`src/rtl/ctrlreg_pkg.sv`:
```
package ctrlreg_pkg;

  typedef enum logic [2:0] {
    OP_NONE,
    OP_SET_WEL,
    OP_CLR_WEL,
    OP_SET_RWEL,
    OP_NV_WRITE
  } op_e;

  localparam logic [7:0] BYTE_OPEN  = 8'h02;
  localparam logic [7:0] BYTE_ARM   = 8'h06;
  localparam logic [7:0] BYTE_CLOSE = 8'h00;
  localparam logic [7:0] FIX_MASK   = 8'hCF;
  localparam logic [1:0] WD_RESET   = 2'b11;

  function automatic logic [2:0] wd_decode(input logic [1:0] sel);
    logic [2:0] r;
    case (sel)
      2'b00:   r = 3'b100;
      2'b01:   r = 3'b010;
      2'b10:   r = 3'b001;
      default: r = 3'b000;
    endcase
    return r;
  endfunction

  function automatic logic [7:0] reg_image(input logic [1:0] wd,
                                           input logic unl,
                                           input logic wen);
    return {2'b00, wd, 1'b0, unl, wen, 1'b0};
  endfunction

endpackage

```
`src/rtl/ctrlreg_txn.sv`:
```
module ctrlreg_txn (
  input  logic clk,
  input  logic rst_n,
  input  logic start_i,
  input  logic stop_i,
  input  logic byte_i,
  output logic open_o,
  output logic first_o
);
  logic open_q, seen_q;

  always_ff @(posedge clk or negedge rst_n) begin
    if (!rst_n) begin
      open_q <= 1'b0;
      seen_q <= 1'b0;
    end else if (stop_i) begin
      open_q <= 1'b0;
      seen_q <= 1'b0;
    end else if (start_i) begin
      open_q <= 1'b1;
      seen_q <= 1'b0;
    end else if (byte_i && open_q) begin
      seen_q <= 1'b1;
    end
  end

  assign open_o  = open_q;
  assign first_o = open_q & ~seen_q;
endmodule

```
`src/rtl/ctrlreg_decode.sv`:
```
module ctrlreg_decode import ctrlreg_pkg::*; (
  input  logic [7:0] data_i,
  input  logic       wen_i,
  input  logic       unl_i,
  output op_e        op_o
);
  logic [7:0] fixed_bits;
  assign fixed_bits = data_i & FIX_MASK;

  always_comb begin
    op_o = OP_NONE;
    if (unl_i) begin
      if (fixed_bits == BYTE_OPEN)     op_o = OP_NV_WRITE;
      else if (fixed_bits == BYTE_ARM) op_o = OP_SET_RWEL;
    end else begin
      if (data_i == BYTE_OPEN)                 op_o = OP_SET_WEL;
      else if (wen_i && data_i == BYTE_CLOSE)  op_o = OP_CLR_WEL;
      else if (wen_i && data_i == BYTE_ARM)    op_o = OP_SET_RWEL;
    end
  end
endmodule

```
`src/rtl/ctrlreg_nvtimer.sv`:
```
module ctrlreg_nvtimer #(
  parameter int BUSY_CYCLES = 100000
) (
  input  logic clk,
  input  logic rst_n,
  input  logic load_i,
  output logic busy_o
);
  localparam int CNT_W = $clog2(BUSY_CYCLES + 1);
  localparam logic [CNT_W-1:0] LOAD_VAL = CNT_W'(BUSY_CYCLES);

  logic [CNT_W-1:0] cnt_q;

  always_ff @(posedge clk or negedge rst_n) begin
    if (!rst_n)              cnt_q <= '0;
    else if (load_i)         cnt_q <= LOAD_VAL;
    else if (cnt_q != '0)    cnt_q <= cnt_q - 1'b1;
  end

  assign busy_o = (cnt_q != '0);
endmodule

```
`src/rtl/ctrlreg_guard.sv`:
```
module ctrlreg_guard import ctrlreg_pkg::*; #(
  parameter int BUSY_CYCLES = 100000
) (
  input  logic       clk,
  input  logic       rst_n,
  input  logic       bus_start,
  input  logic       bus_stop,
  input  logic       wr_valid,
  output logic       wr_ready,
  input  logic [7:0] wr_data,
  output logic       ack_valid,
  output logic       ack_ok,
  input  logic       rd_req,
  output logic       rd_valid,
  output logic [7:0] rd_data,
  output logic       nv_busy,
  output logic [1:0] wd_sel,
  output logic [2:0] wd_period
);
  logic       byte_evt, in_txn, first_slot, busy_w;
  logic       accept, apply, nv_load;
  op_e        op_now, pend_op_q;
  logic [1:0] pend_wd_q;
  logic       wel_q, rwel_q;
  logic [1:0] wd_q;

  assign wr_ready = 1'b1;
  assign byte_evt = wr_valid & ~bus_start & ~bus_stop;

  ctrlreg_txn u_txn (
    .clk(clk), .rst_n(rst_n), .start_i(bus_start), .stop_i(bus_stop),
    .byte_i(byte_evt), .open_o(in_txn), .first_o(first_slot)
  );

  ctrlreg_decode u_dec (
    .data_i(wr_data), .wen_i(wel_q), .unl_i(rwel_q), .op_o(op_now)
  );

  ctrlreg_nvtimer #(.BUSY_CYCLES(BUSY_CYCLES)) u_tmr (
    .clk(clk), .rst_n(rst_n), .load_i(nv_load), .busy_o(busy_w)
  );

  assign accept  = byte_evt & first_slot & ~busy_w & (op_now != OP_NONE);
  assign apply   = bus_stop & in_txn & (pend_op_q != OP_NONE);
  assign nv_load = apply & (pend_op_q == OP_NV_WRITE);

  // Decision for each byte, one cycle later
  always_ff @(posedge clk or negedge rst_n) begin
    if (!rst_n) begin
      ack_valid <= 1'b0;
      ack_ok    <= 1'b0;
    end else begin
      ack_valid <= byte_evt;
      ack_ok    <= accept;
    end
  end

  // Pending operation, held until stop
  always_ff @(posedge clk or negedge rst_n) begin
    if (!rst_n) begin
      pend_op_q <= OP_NONE;
      pend_wd_q <= 2'b00;
    end else if (bus_stop || bus_start) begin
      pend_op_q <= OP_NONE;
    end else if (byte_evt) begin
      pend_op_q <= accept ? op_now : OP_NONE;
      pend_wd_q <= wr_data[5:4];
    end
  end

  // Register state, changed only at a committing stop
  always_ff @(posedge clk or negedge rst_n) begin
    if (!rst_n) begin
      wel_q  <= 1'b0;
      rwel_q <= 1'b0;
      wd_q   <= WD_RESET;
    end else if (apply) begin
      case (pend_op_q)
        OP_SET_WEL:  wel_q <= 1'b1;
        OP_CLR_WEL:  wel_q <= 1'b0;
        OP_SET_RWEL: begin
          wel_q  <= 1'b1;
          rwel_q <= 1'b1;
        end
        OP_NV_WRITE: begin
          wd_q   <= pend_wd_q;
          rwel_q <= 1'b0;
        end
        default: ;
      endcase
    end
  end

  // Read path
  always_ff @(posedge clk or negedge rst_n) begin
    if (!rst_n) begin
      rd_valid <= 1'b0;
      rd_data  <= 8'h00;
    end else begin
      rd_valid <= rd_req;
      if (rd_req) rd_data <= reg_image(wd_q, rwel_q, wel_q);
    end
  end

  assign nv_busy   = busy_w;
  assign wd_sel    = wd_q;
  assign wd_period = wd_decode(wd_q);
endmodule

```
`config.mk`:
```
export PLATFORM = sky130hd
export DESIGN_NAME = ctrlreg_guard
export DESIGN_NICKNAME = d
export VERILOG_FILES = /design/src/rtl/ctrlreg_pkg.sv /design/src/rtl/ctrlreg_txn.sv /design/src/rtl/ctrlreg_decode.sv /design/src/rtl/ctrlreg_nvtimer.sv /design/src/rtl/ctrlreg_guard.sv
export SDC_FILE = /design/constraint.sdc
export NUM_CORES = 1
export LEC_CHECK = 0
export CORE_ASPECT_RATIO = 2
export CORE_UTILIZATION = 52
export DETAILED_ROUTE_END_ITERATION = 12
export PLACE_DENSITY = 0.78
export SETUP_SLACK_MARGIN = 0.02
export SLEW_MARGIN = 10
export SYNTH_ARGS = -nofsm -noshare
export SYNTH_HDL_FRONTEND = slang
export SYNTH_HIERARCHICAL = 1
export SYNTH_SLANG_ARGS = --single-unit
```
`constraint.sdc`:
```
create_clock -name clk -period 2.27 [get_ports clk]
set_clock_uncertainty 0.05 [all_clocks]
set_input_delay 0.227 -clock clk [delete_from_list [all_inputs] [get_ports clk]]
set_output_delay 0.227 -clock clk [all_outputs]
set_load 0.1 [all_outputs]
```
# Yosys cells after proc, flatten, opt, wreduce, memory -nomap -nowiden
# Index checks and enable logic that the tools add are counted.
totals:
  register_bits: 35
  output_inout_bits: 18
op_classes:
  add_sub_neg: 1
  eq_ne: 10
  n_mux: 19
  bitwise_logic: 14
  n_reduce_logical: 20
ops:
  columns: ["op", "n"]
  rows:
  - ["17-bit 2-to-1 mux", 2]
  - ["3-bit 2-to-1 mux", 7]
  - ["17-bit nonzero test", 1]
  - ["17-bit by 1-bit subtractor with 17-bit output (second input constant)", 1]
  - ["2-bit nonzero test", 5]
  - ["1-bit bitwise AND", 9]
  - ["3-bit case mux with 3 select lines", 1]
  - ["3-bit nonzero test", 3]
  - ["8-bit by 2-bit equality test with 1-bit output (second input constant)", 1]
  - ["8-bit by 3-bit equality test with 1-bit output (second input constant)", 1]
  - ["8-bit logical NOT", 1]
  - ["2-bit AND reduction", 4]
  - ["3-bit by 2-bit equality test with 1-bit output (second input constant)", 2]
  - ["6-bit by 2-bit equality test with 1-bit output (second input constant)", 1]
  - ["6-bit by 3-bit equality test with 1-bit output (second input constant)", 1]
  - ["1-bit 2-to-1 mux", 5]
  - ["1-bit inverter", 5]
  - ["2-bit 2-to-1 mux", 2]
  - ["1-bit case mux with 2 select lines", 2]
  - ["3-bit by 1-bit equality test with 1-bit output (second input constant)", 1]
  - ["3-bit equality test (second input constant)", 1]
  - ["1-bit logical AND", 3]
  - ["2-bit by 1-bit equality test with 1-bit output (second input constant)", 1]
  - ["2-bit equality test (second input constant)", 1]
  - ["other kinds (3)", 3]

# Depth between registers and ports, before layout
# Gate-level depths: netlist of run 1.
logic_depth:
  depth_word: 11
  depth_mapped: 7

# Modules after synthesis
# The synthesis of run 1 kept the hierarchy.
by_module_without_submodules:
  columns: ["mod", "instances", "cells_each", "area_per_inst_um2", "seq_area_each_um2"]
  rows:
  - ["ctrlreg_nvtimer", 1, 106, 980.9, 425.4]
  - ["ctrlreg_guard", 1, 51, 684.4, 402.9]
  - ["ctrlreg_decode", 1, 13, 90.1, 0.0]
  - ["ctrlreg_txn", 1, 7, 81.3, 50.0]

# Worst setup path after synthesis of run 1
# OpenSTA, ideal clock, no wires.
synth_timing:
  path_type: "register -> register"
  from: "reg u_tmr.cnt_q[12]"
  to: "reg pend_op_q[0]"
  arrival_ns: 2.511
  required_time_ns: 2.154
  path_slack_ns: -0.357
  stages_incl_launch_ff: 6
  path_buffers: 0
  period_less_slack_ns: 2.627
  path_cell_list: "dfrtp_1 > or3_1 > nor3_1 > nand3_1 > and3b_1 > a22o_1"
synth_between:
  elab_chain_cells: 7
synth_lines:
  columns: ["element", "line", "text"]
  rows:
  - ["start: declaration", "ctrlreg_nvtimer.sv:12", "logic [CNT_W-1:0] cnt_q;"]
  - ["start signal: assignment", "ctrlreg_nvtimer.sv:17", "else if (cnt_q != '0) cnt_q <= cnt_q - 1'b1;"]
  - ["17-bit nonzero test", "ctrlreg_nvtimer.sv:20", "assign busy_o = (cnt_q != '0);"]
  - ["net nv_busy", "ctrlreg_guard.sv:16", "output logic nv_busy,"]
  - ["1-bit inverter", "ctrlreg_guard.sv:43", "assign accept = byte_evt & first_slot & ~busy_w & (op_now != OP_NONE);"]
  - ["1-bit bitwise AND (2 in series)", "ctrlreg_guard.sv:43", null]
  - ["3-bit 2-to-1 mux", "ctrlreg_guard.sv:66", "pend_op_q <= accept ? op_now : OP_NONE;"]
  - ["3-bit 2-to-1 mux", "ctrlreg_guard.sv:65", "end else if (byte_evt) begin"]
  - ["3-bit 2-to-1 mux", "ctrlreg_guard.sv:63", "end else if (bus_stop || bus_start) begin"]
  - ["end signal: assignment", "ctrlreg_guard.sv:66", null]
  - ["end: declaration", "ctrlreg_guard.sv:22", "op_e op_now, pend_op_q;"]
# The timed path passes the listed nets, and every way through them passes these cells. The select of a mux whose other input is x is not followed.
# A chain may end at the register's enable or synchronous reset.

# Final worst setup path of run 1
layout_timing:
  from: "reg u_tmr.cnt_q[0]"
  to: "reg u_tmr.cnt_q[13]"
layout_between:
  elab_chain_cells: 3
  word_cells_on_any_way: 5
layout_lines:
  columns: ["element", "line", "text"]
  rows:
  - ["17-bit by 1-bit subtractor with 17-bit output", "ctrlreg_nvtimer.sv:17", null]
  - ["17-bit 2-to-1 mux", "ctrlreg_nvtimer.sv:17", null]
  - ["17-bit 2-to-1 mux", "ctrlreg_nvtimer.sv:16", "else if (load_i) cnt_q <= LOAD_VAL;"]
# Several ways; a longest one is shown, not always the timed one. The select of a mux whose other input is x is not followed.

==> impl_metrics.tcl, run 1 <==
set metrics [dict create \
    drive_gt1_frac 0.258 \
    synth_top_cell_area_share 0.450 \
    fin_nets 232 \
    crit_required_ps 2380 \
    clock_path_buffers 2 \
    initial_core_util 0.544 \
    path_class "flip-flop to flip-flop" \
    worst_slew_margin_rel 0.638 \
    globalplace.congestion 0.873 \
    cts_root_buffer "clkbuf_8" \
    numCtsBuffers 5 \
    drtAntennaViolNets 0 \
    fillers 261 \
    htreeDepth 2 \
    seq_area_frac_synth 0.478 \
    rows 30 \
    synth_edf_count 0 \
    numPortBuffers 26 \
    ir_worst_vdd_mv 0.516 \
    leakagePower_nw 0.959 \
    track_usage 0.269 \
    hold_buffers 0 \
    totalWireLength_um 4440 \
    tns_ps 0 \
    clkLatencyLatePin_ps 280 \
    p_per_area_nw_per_um2 529 \
    areaGrowthSynthToFinish_pct 24.5 \
    synth-seq-cells 35 \
    path_buf_inv 0 \
    hp-class "input port to async pin" \
    grt-ovfl-total 0 \
    crit_arrival_ps 2330 \
    synthArstFlopShare 1.00 \
    clk_pin_slew_ps 70 \
    wire_per_inst_um 17.8 \
    outcome "complete, no violations" \
    slowest_delay_ps 550 \
    syn_inst 177 \
    die_x_um 44.0 \
    grt_pass1_wl_um 7530 \
    finalHoldViolCount 0 \
    period_minus_slack_ps 2230 \
    ios 32 \
    critPathLaunchType "flip-flop" \
    setup_viol 0 \
    remaining_drc_errors 0 \
    synth.distinct_cells 50 \
    dp_hpwl_um 3360 \
    ys.flop_type "dfrtp_1" \
    dieArea_um2 3790 \
    num_vias 1584 \
    dpl_cell_area_um2 2190 \
    grt_pass1_vias 1709 \
    core_um2 3380 \
    worst_slew_pin_slew_ps 529 \
    cpMaxStageDelayCell "or4_4" \
    end_kind "flip-flop" \
    diodes 0 \
    fp.dieH_um 86.1 \
    vias_per_cell 6.36 \
    regArea_um2 878 \
    grt_max_degree 36 \
    whs_ps 299 \
    antenna_found_initial 0 \
    crit_family "simple AND/OR/NAND/NOR gates" \
    multi_input_area_um2 927 \
    period_share 0.981 \
    synth_area_leader_cell "dfrtp_1" \
    drt_iter0_drc 25 \
    cts.sink_count 35 \
    cp_cell_sequence "or4_4 -> or3b_4 -> nor4b_4 -> mux2_2" \
    synthTopCellsByArea "dfrtp_1 (45%), mux2_2 (4.9%), nor3_1 (3.3%)" \
    ys_warn_count 6 \
    drt_first_pass_iters 6 \
    synth_area_per_cell_um2 10.4 \
    drv_cap 0 \
    timing.fmax_mhz 449 \
    slew_viol_final 0 \
    crit_fanout 4 \
    tritoncts "yes" \
    final_area_um2 2290 \
    syn_area_um2 1840 \
]
## worst register-to-register path, stage by stage, from the launching register on
cell and delay, ps:
dfrtp_1 400, or4_4 550, or3b_4 440, nor4b_4 280
mux2_2 370
## cell usage after synthesis, types with 2 or more instances
cell type	count
a211oi_1	2
a21oi_1	9
a22o_1	3
a31oi_1	2
and3_1	2
and3_2	2
and4_1	2
buf_4	5
clkbuf_1	2
conb_1	2
dfrtp_1	33
dfstp_2	2
inv_1	5
mux2_2	8
mux2_4	2
nand2_1	10
nand2b_1	3
nand3_1	5
nand4_1	2
nor2_1	14
nor2b_1	5
nor3_1	12
nor3_2	2
nor3b_1	2
nor4_1	4
nor4_4	2
o21ai_0	6
o311ai_0	2
o31ai_1	4
or3_1	3
## power breakdown
group / switching (mW) / internal, mW / total (mW)
clock: 0.215 / 0.238 / 0.453
combinational: 0.0794 / 0.0363 / 0.116
sequential: 0.00713 / 0.633 / 0.641
## area by class of cell
cell class / count / area share
Clock inverter: 1 / 0.00219
Tap cell: 32 / 0.0175
Clock buffer: 6 / 0.0361
Multi-Input combinational cell: 133 / 0.405
Inverter: 5 / 0.00821
Timing Repair Buffer: 37 / 0.147
Sequential cell: 35 / 0.384
## registers in the layout, indices dropped and copies added, names as in the netlist
signal,count
rd_valid,1
u_txn/seen_q,1
rd_data,4
pend_wd_q,2
ack_ok,1
wd_sel,2
ack_valid,1
u_txn/open_o,1
wel_q,1
pend_op_q,3
u_tmr/cnt_q,17
rwel_q,1
## cell families after synthesis
kind of cell / synth area share
adders and majority gates: 0.00681
and+or+nand+nor: 0.278
AOI/OAI and AO/OA: 0.127
buffers and inverters: 0.0347
DFF: 0.478
other: 0.00409
muxes: 0.0708
## per-stage QoR
step | setup slack (ps) | instances | util | total power [mW]
after global placement | 138 | 242 | 0.649 | 0.766
after detailed placement | 93.5 | 242 | 0.649 | 0.769
final | 44.1 | 249 | 0.677 | 1.21
after floorplan | -305 | 180 | - | 0.721
after CTS | 74.0 | 249 | 0.674 | 1.22
after global routing | -8.23 | 249 | 0.677 | 1.25
## routing by layer
layer,vias to the layer above,share of wire,global-route usage
met4,0,0.058,0.174
met5,-,0,0
met3,22,0.037,0.0484
met2,68,0.56,0.471
li1,732,-,-
met1,762,0.34,0.276
## path summary, 6_finish.rpt
kind	from	endpoint	slack (ps)	cells after the start
max	u_tmr/cnt_q[0]$_DFFE_PN0P_	u_tmr/cnt_q[13]$_DFFE_PN0P_	40	4
min	rst_n	rd_data[5]$_DFFE_PN0P_	300	2
max reg2reg	u_tmr/cnt_q[0]$_DFFE_PN0P_	u_tmr/cnt_q[13]$_DFFE_PN0P_	40	4
min reg2reg	rd_data[4]$_DFFE_PN0P_	rd_data[4]$_DFFE_PN0P_	470	1
max in group asynchronous	rst_n	wd_sel[1]$_DFFE_PN1P_	1530	2
min in group clk	rd_data[4]$_DFFE_PN0P_	rd_data[4]$_DFFE_PN0P_	470	1
## timing repair
item	in CTS	in global routing
gates resized for setup	0	1
setup endpoints to repair	0	1
setup buffers	0	0
## layout by cell type, fill, tap and decap left out, types with 2 or more instances in the layout
| master | n |
|---|---|
| dfrtp_1 | 33 |
| buf_4 | 22 |
| nor2_1 | 14 |
| clkdlybuf4s50_1 | 13 |
| nor3_1 | 12 |
| nand2_1 | 10 |
| a21oi_1 | 9 |
| mux2_2 | 8 |
| o21ai_0 | 6 |
| clkbuf_8 | 6 |
| nor2b_1 | 5 |
| inv_1 | 5 |
| conb_1 | 5 |
| nand3_1 | 4 |
| o31ai_1 | 4 |
| nor4_1 | 4 |
| nand2b_1 | 3 |
| a22o_1 | 3 |
| or3_1 | 3 |
| nor3b_1 | 2 |
| mux2_4 | 2 |
| buf_12 | 2 |
| nor4_4 | 2 |
| nand4_1 | 2 |
| nor3_2 | 2 |
| and3_2 | 2 |
| and3_1 | 2 |
| a31oi_1 | 2 |
| o311ai_0 | 2 |
| and4_1 | 2 |
| a211oi_1 | 2 |
| dfstp_2 | 2 |
(Power assumes the default switching activity.)
==> inputs of run 2 (changes only) <==
==> constraint.sdc (replaced) <==
create_clock -name clk -period 2.25 [get_ports clk]
set_clock_uncertainty 0.05 [all_clocks]
set_input_delay 0.225 -clock clk [delete_from_list [all_inputs] [get_ports clk]]
set_output_delay 0.225 -clock clk [all_outputs]
set_load 0.1 [all_outputs]
==> run 2 against run 1 <==
Effect of this change:
- fmax increased by 2.6%
- largest cell class unchanged
- critical path depth unchanged
- worst hold slack got worse by 1.7 ps
- die area unchanged
- highest routed layer unchanged
- via count decreased by 2.7%
- cell count increased by 0.80%
- largest power group unchanged
- cell area increased by 0.22%
- flip-flop and latch count unchanged
==> impl_metrics.tcl, run 2 (synthesized netlist as in run 1, its figures left out) <==
set metrics [dict create \
    worst_slew_margin_rel 0.658 \
    areaGrowthSynthToFinish_pct 24.8 \
    grt_max_degree 36 \
    htreeDepth 2 \
    slowest_delay_ps 550 \
    period_minus_slack_ps 2170 \
    ir_worst_vdd_mv 0.448 \
    crit_arrival_ps 2290 \
    largest_registers "u_tmr/cnt_q: 17 flops, rd_data: 4 flops, pend_op_q: 3 flops" \
    final_common_cell "dfrtp_1" \
    globalplace.congestion 0.869 \
    dp_cells 242 \
    end_kind "flip-flop" \
    worst_slew_pin_slew_ps 510 \
    initial_core_util 0.544 \
    clock_path_buffers 2 \
    path_buf_inv 0 \
    grt_pass1_wl_um 7280 \
    numCtsBuffers 5 \
    setup_viol 0 \
    tritoncts "yes" \
    p_per_area_nw_per_um2 525 \
    path_class "flip-flop to flip-flop" \
    top_register "u_tmr/cnt_q" \
    outcome "complete, no violations" \
    layout_common_cells "dfrtp_1 (33), buf_4 (23), nor2_1 (14)" \
    rows 30 \
    dieArea_um2 3790 \
    rsz0062_at_grt "no" \
    die_x_um 44.0 \
    finalHoldViolCount 0 \
    num_vias 1542 \
    wire_per_inst_um 16.8 \
    cp_cell_sequence "or4_4 -> or3b_4 -> nor4b_4 -> mux2_2" \
    drt_first_pass_iters 6 \
    totalWireLength_um 4230 \
    timing.fmax_mhz 461 \
    clk_pin_slew_ps 70 \
    drv_cap 0 \
    antenna_found_initial 0 \
    slew_viol_final 0 \
    drtAntennaViolNets 0 \
    crit_family "simple AND/OR/NAND/NOR gates" \
    r2r_start "u_tmr/cnt_q[0]$_DFFE_PN0P_" \
    dp_hpwl_um 3240 \
    cpMaxStageDelayCell "or4_4" \
    largest_reg_flops 17 \
    drt_iter0_drc 37 \
    critPathLaunchType "flip-flop" \
    cts_root_buffer "clkbuf_8" \
    clkLatencyLatePin_ps 290 \
    grt_pass1_vias 1599 \
    fin_nets 233 \
    period_share 0.964 \
    crit_fanout 4 \
    numPortBuffers 26 \
    track_usage 0.258 \
    vias_per_cell 6.14 \
    finalPower_mw 1.20 \
    crit_required_ps 2370 \
    fp.dieH_um 86.1 \
    final_cells 251 \
    r2r_setup_slack_ps 80 \
    r2r-end "u_tmr/cnt_q[13]$_DFFE_PN0P_" \
    grt-ovfl-total 0 \
    worst-r2r-cell-count 4 \
    cts.sink_count 35 \
    core_um2 3380 \
    leakagePower_nw 0.959 \
    hp-class "input port to async pin" \
    remaining_drc_errors 0 \
    drive_gt1_frac 0.260 \
    hold_buffers 0 \
    ios 32 \
    diodes 0 \
]
run 2: changes by cell type in the layout (fill, tap and decap cells not counted):
cell	change
clkinvlp_4	+1
clkbuf_8	-1
buf_4	+1
clkbuf_1	+1
run 2: where the power goes:
| group | leakage, nW | switching (mW) | internal [mW] |
|---|---|---|---|
| Combinational | 0.495 | 0.0796 | 0.0366 |
| Clock | 0.0412 | 0.225 | 0.216 |
| Sequential | 0.423 | 0.00702 | 0.639 |
run 2: final cells by class:
| type | instances | area (um^2) |
|---|---|---|
| Clock buffer | 6 | 72.6 |
| Clock inverter | 2 | 12.5 |
| Fill cell | 259 | 1090 |
| Inverter | 5 | 18.8 |
| Multi-Input combinational cell | 133 | 927 |
| Sequential cell | 35 | 878 |
| Tap cell | 32 | 40.0 |
| Timing Repair Buffer | 38 | 343 |
run 2: routing by layer:
layer	vias up	GRT usage	wire length [um]
li1	737	-	-
met4	0	0.165	209
met2	54	0.448	2400
met3	17	0.0547	164
met5	-	0	0
met1	734	0.265	1460
run 2: how the worst max path moves through the flow:
| stage | startpoint | end | slack, ps | cells after the start |
|---|---|---|---|---|
| floorplan | wd_sel[0]$_DFFE_PN1P_ | wd_period[1] | -320 | 1 |
| global placement | u_tmr/cnt_q[0]$_DFFE_PN0P_ | u_tmr/cnt_q[13]$_DFFE_PN0P_ | 120 | 4 |
| detailed placement | u_tmr/cnt_q[0]$_DFFE_PN0P_ | u_tmr/cnt_q[13]$_DFFE_PN0P_ | 30 | 4 |
| CTS | u_tmr/cnt_q[0]$_DFFE_PN0P_ | u_tmr/cnt_q[13]$_DFFE_PN0P_ | 30 | 4 |
| global route | u_tmr/cnt_q[0]$_DFFE_PN0P_ | nv_busy | 5 | 6 |
| finish | u_tmr/cnt_q[0]$_DFFE_PN0P_ | u_tmr/cnt_q[13]$_DFFE_PN0P_ | 80 | 4 |
run 2: stage by stage:
| stage | setup slack (ps) | instance area [um^2] | hold slack, ps | utilization | TNS (ps) |
|---|---|---|---|---|---|
| detailed placement | 31.2 | 2190 | 455 | 0.649 | 0 |
| CTS | 31.0 | 2280 | 308 | 0.676 | 0 |
| floorplan | -323 | 1860 | -121 | - | -646 |
| global route | 5.06 | 2290 | 331 | 0.679 | 0 |
| global placement | 118 | 2190 | 444 | 0.649 | 0 |
| finish | 81.1 | 2290 | 297 | 0.679 | 0 |
run 2: what timing repair did:
| action | CTS | global route |
|---|---|---|
| resized for setup | 1 | 0 |
| endpoints found under the setup margin | 1 | 2 |
| pin swaps | 0 | 1 |
| buffers inserted | 0 | 1 |
